$ cat src/rtl/alu_port_periph.sv
module alu_port_periph #(
  parameter int DW = 8,
  parameter int AW = 16,
  parameter logic [AW-1:0] BASE = 16'hFFFC
) (
  input  logic          clk,
  input  logic          rst,
  input  logic [AW-1:0] bus_addr,
  input  logic [DW-1:0] bus_wdata,
  input  logic          bus_wr,
  input  logic          bus_rd,
  output logic [DW-1:0] bus_rdata,
  output logic          bus_rd_en,
  output logic          flag_gt,
  output logic          flag_lt,
  output logic          flag_eq
);
  localparam int OPW = 4;
  localparam logic [OPW-1:0] OP_ADD = 4'd0, OP_SUB = 4'd1, OP_SHL = 4'd2,
    OP_SHR = 4'd3, OP_ROL = 4'd4, OP_ROR = 4'd5, OP_OR = 4'd6,
    OP_AND = 4'd7, OP_NAND = 4'd8, OP_XOR = 4'd9, OP_XNOR = 4'd10,
    OP_CMP = 4'd11, OP_INC = 4'd12, OP_DEC = 4'd13;

  logic [DW-1:0]  a_q, b_q, res_q, nres;
  logic [OPW-1:0] op_q, op_in;
  logic           gt_q, lt_q, eq_q, ngt, nlt, neq;
  logic [DW:0]    ext;

  wire       hit   = bus_addr[AW-1:2] == BASE[AW-1:2];
  wire [1:0] off   = bus_addr[1:0];
  wire       wr_a  = bus_wr && hit && off == 2'd0;
  wire       wr_b  = bus_wr && hit && off == 2'd1;
  wire       wr_op = bus_wr && hit && off == 2'd2;

  assign op_in = bus_wdata[OPW-1:0];

  always_comb begin
    nres = res_q;
    ngt  = gt_q;
    nlt  = lt_q;
    neq  = eq_q;
    ext  = '0;
    case (op_in)
      OP_ADD: begin
        ext  = {1'b0, a_q} + {1'b0, b_q} + (DW+1)'(gt_q);
        nres = ext[DW-1:0];
        ngt  = ext[DW];
      end
      OP_SUB: begin
        ext  = {1'b0, a_q} - {1'b0, b_q} - (DW+1)'(gt_q);
        nres = ext[DW-1:0];
        ngt  = ext[DW];
      end
      OP_SHL: begin
        nres = {a_q[DW-2:0], gt_q};
        ngt  = a_q[DW-1];
      end
      OP_SHR: begin
        nres = {gt_q, a_q[DW-1:1]};
        ngt  = a_q[0];
      end
      OP_ROL:  nres = {a_q[DW-2:0], a_q[DW-1]};
      OP_ROR:  nres = {a_q[0], a_q[DW-1:1]};
      OP_OR:   nres = a_q | b_q;
      OP_AND:  nres = a_q & b_q;
      OP_NAND: nres = ~(a_q & b_q);
      OP_XOR:  nres = a_q ^ b_q;
      OP_XNOR: nres = ~(a_q ^ b_q);
      OP_CMP: begin
        ngt = a_q > b_q;
        nlt = a_q < b_q;
        neq = a_q == b_q;
      end
      OP_INC: begin
        nres = a_q + DW'(1);
        neq  = nres == '0;
      end
      OP_DEC: begin
        nres = a_q - DW'(1);
        neq  = nres == '0;
      end
      default: ;
    endcase
  end

  always_ff @(posedge clk) begin
    if (rst) begin
      a_q   <= '0;
      b_q   <= '0;
      op_q  <= '0;
      res_q <= '0;
      gt_q  <= 1'b0;
      lt_q  <= 1'b0;
      eq_q  <= 1'b0;
    end else begin
      if (wr_a) a_q <= bus_wdata;
      if (wr_b) b_q <= bus_wdata;
      if (wr_op) begin
        op_q  <= op_in;
        res_q <= nres;
        gt_q  <= ngt;
        lt_q  <= nlt;
        eq_q  <= neq;
      end
    end
  end

  always_comb begin
    case (off)
      2'd0:    bus_rdata = a_q;
      2'd1:    bus_rdata = b_q;
      2'd2:    bus_rdata = {{(DW-OPW){1'b0}}, op_q};
      default: bus_rdata = res_q;
    endcase
  end

  assign bus_rd_en = bus_rd && hit;
  assign flag_gt   = gt_q;
  assign flag_lt   = lt_q;
  assign flag_eq   = eq_q;
endmodule

$ cat config.mk
export PLATFORM = sky130hd
export DESIGN_NAME = alu_port_periph
export DESIGN_NICKNAME = d
export VERILOG_FILES = /design/src/rtl/alu_port_periph.sv
export SDC_FILE = /design/constraint.sdc
export NUM_CORES = 1
export LEC_CHECK = 0
export BUFFER_PORTS_ARGS = -buffer_cell sky130_fd_sc_hd__buf_2
export CORE_MARGIN = 10
export CORE_UTILIZATION = 40
export CTS_CLUSTER_DIAMETER = 30
export DETAILED_ROUTE_END_ITERATION = 6
export HOLD_SLACK_MARGIN = 0.15
export SYNTH_ARGS = -nofsm -noshare
export SYNTH_HDL_FRONTEND = slang
export SYNTH_SLANG_ARGS = --single-unit
$ cat constraint.sdc
create_clock -name clk -period 4.5 [get_ports clk]
set_clock_uncertainty 0.05 [all_clocks]
set_input_delay 0 -clock clk [delete_from_list [all_inputs] [get_ports clk]]
set_output_delay 0 -clock clk [all_outputs]
set_load 0.005 [all_outputs]
==> impl_metrics.json <==
{
  "outcome": "completed",
  "rsz0062_at_grt": "no",
  "tightest_slew_ns": 0.879,
  "die_w_um": 119,
  "syn_to_final_growth_pct": 7.82,
  "synth_edf_count": 0,
  "tritoncts": "yes",
  "fin_crit_ns": 3.40,
  "antenna_found_initial": 0,
  "crit_arrival_ns": 3.52,
  "hp-start": "rst",
  "grt_pass1_vias": 3792,
  "synth-main-ff-cell": "dfxtp_1",
  "via_per_inst": 6.10,
  "clock_path_buffers": 2,
  "setup_ws_ns": 1.10,
  "path_cells": "inv_1 > ha_1 > ha_1 > a2111oi_0 > o31ai_1 > xnor2_1 > a2111oi_0 > o41ai_2",
  "maxCapViolCount": 0,
  "netlist_instances": 531,
  "synth_area_per_cell_sq_um": 7.32,
  "core-area_sq_um": 9370,
  "wl_per_cell_um": 20.2,
  "ioPinCount": 40,
  "h-tree-depth": 2,
  "crit_family": "compound AO/OA/AOI/OAI gates",
  "place_ws_ns": 1.14,
  "power.leakage_nw": 1.55,
  "cts_buffers": 5,
  "drive_gt1_share_pct": 11.6,
  "path_clk_slew_ns": 0.08,
  "hold_class": "in -> reg",
  "grt_remaining_overflow": 0,
  "end_kind": "flop",
  "diodes": 0,
  "reg2reg_from": "a_q[3]",
  "die_h_um": 119,
  "critical_path_required_ns": 4.62,
  "yosys.area.top_type_share_pct": 16.0,
  "dpl.hpwl_um": 10300,
  "power_density_nw_per_um2": 149,
  "setup-violations-final": 0,
  "crit_fanout": 15,
  "worstSetupStartpoint": "a_q[3]",
  "synth.area.top_cells": "dfxtp_1 16%, ha_1 14%, nand2_1 7.2%",
  "cts_sinks": 31,
  "grt_pass1_wl_um": 21400,
  "hold_viol": 0,
  "yosys_warnings": 0,
  "critPathKind": "reg -> reg",
  "dr.first_iter.drc_count": 513,
  "portBuffers": 39,
  "layout.nets": 616,
  "clk-insertion-delay-late_ns": 0.30,
  "cts_root_buffer": "clkbuf_8",
  "routed_wirelength_um": 13600,
  "drc": 0,
  "max_freq_mhz": 294,
  "initial_core_util_pct": 41.5,
  "cpPeakStageDelay_ns": 0.67,
  "syn-num-nets": 605,
  "max-vdd-ir-drop_mv": 0.0901,
  "min_period_over_period_pct": 75.6,
  "gr-usage-all-layers_pct": 18.6,
  "vias": 4102,
  "syn-cell-area_sq_um": 3890,
  "async_flop_share_pct": 0,
  "postRouteAntennaNets": 0,
  "grt_max_degree": 43,
  "synth_top_area_cell": "dfxtp_1",
  "rows": 35,
  "finalSetupTns_ns": 0,
  "yosysUniqueCellTypes": 72,
  "instances_no_fill": 672,
  "slew_headroom_pct": 40.9,
  "cts_setup_buffers": 0,
  "postLayoutCellArea_sq_um": 4190,
  "maxSlewViolCount": 0,
  "ys_seq_area_share_pct": 16.0,
  "critPathBufInv": 1,
  "die_area_sq_um": 14100,
  "place_area_sq_um": 4060,
  "synth-seq-cells": 31,
  "critPathSlowestCell": "dfxtp_1",
  "place_inst": 660,
  "synth_most_common_cell": "nand2_1",
  "drt-pass1-iter-count": 5,
  "place.gp.congestion": 0.938,
  "worstSetupStartpointType": "flop",
  "ys_top_cells_by_count": "75 x nand2_1, 50 x a21oi_1, 42 x ha_1, 40 x inv_1, 31 x dfxtp_1"
}
## per-layer routing
layer,vias up,part of all wire (%),track usage (%)
met5,-,0,0
met4,0,2.3,5.65
met3,36,8.1,2.67
met2,238,45,28.7
met1,1897,45,26.1
li1,1931,-,-
## cell families after synthesis
kind of cell    Yosys count  synth area share [%]
buf+inv                  81                  8.91
flops                    31                  16.0
xor+xnor                 20                  4.50
simple gates            192                  24.7
compound gates          152                  26.6
fa+ha+maj                48                  16.1
mux                       7                  3.15
## flip-flops by register name (all words and copies together), names as in the netlist
name,count
b_q,8
op_q,4
res_q,8
flag_eq,1
flag_gt,1
flag_lt,1
a_q,8
## cell usage in the layout (no fill, tap or decap), types with 4 or more instances in the layout
cell | Yosys | layout
ha_1 | 42 | 42
fa_1 | 4 | 4
a221oi_1 | 4 | 4
o21ai_0 | 19 | 19
and2_1 | 5 | 5
nand4_1 | 6 | 6
dfxtp_1 | 31 | 31
o221ai_1 | 6 | 6
and3_1 | 4 | 4
o211ai_1 | 4 | 4
xnor2_1 | 14 | 14
a22o_1 | 5 | 5
nor3_1 | 13 | 13
a2111oi_0 | 5 | 5
o22ai_1 | 7 | 7
a21oi_1 | 50 | 50
nor4_1 | 4 | 4
or2_1 | 4 | 4
a22oi_1 | 4 | 4
dlygate4sd3_1 | 0 | 4
o21bai_1 | 4 | 4
clkbuf_8 | 0 | 5
mux4_2 | 4 | 4
xor2_1 | 6 | 6
nand3_1 | 19 | 19
o31ai_1 | 4 | 4
nor2_1 | 28 | 28
nand2_1 | 75 | 75
inv_1 | 40 | 40
buf_2 | 10 | 39
nand2b_1 | 5 | 5
a211oi_1 | 6 | 6
a31oi_1 | 5 | 5
or3_1 | 4 | 4
nor2b_1 | 7 | 7
## worst register-to-register path: stages (launching register included)
cell,delay [ns]
dfxtp_1,0.67
inv_1,0.17
ha_1,0.45
ha_1,0.40
a2111oi_0,0.58
o31ai_1,0.18
xnor2_1,0.15
a2111oi_0,0.48
o41ai_2,0.14
## report_power, final
group          switching, mW  total (mW)  internal [mW]
clock                  0.133       0.240          0.108
combinational         0.0735       0.109         0.0357
sequential        0.00000354       0.274          0.274
## final timing paths
kind / endpoint / slack (ns) / cells past startpoint
setup reg to reg: flag_gt / 1.10 / 8
setup / recovery: flag_gt / 1.10 / 8
hold reg to reg: op_q[3] / 0.40 / 2
hold / removal: a_q[5] / 0.17 / 2
## final cells by class
class / count / area (sq um)
Clock buffer: 5 / 68.8
Clock inverter: 3 / 20.0
Timing Repair Buffer: 45 / 250
Fill cell: 995 / 5180
Tap cell: 129 / 161
Sequential cell: 31 / 621
Multi-Input combinational cell: 419 / 2920
Inverter: 40 / 150
## per-stage QoR
stage / util (%) / hold slack [ns] / total power [mW]
4_1_cts: 44.7 / 0.173 / 0.622
3_3_place_gp: 43.4 / 0.208 / 0.386
2_1_floorplan: - / 0.0253 / 0.354
5_1_grt: 44.7 / 0.205 / 0.643
3_5_place_dp: 43.4 / 0.212 / 0.384
6_report: 44.7 / 0.174 / 0.624
## repair_timing
item                                    4_1_cts  5_1_grt
hold buffers                                  4        0
gates resized for setup                       0        0
endpoints found under the setup margin        0        0
hold endpoints to repair                      8        0
(Power assumes the default switching activity.)
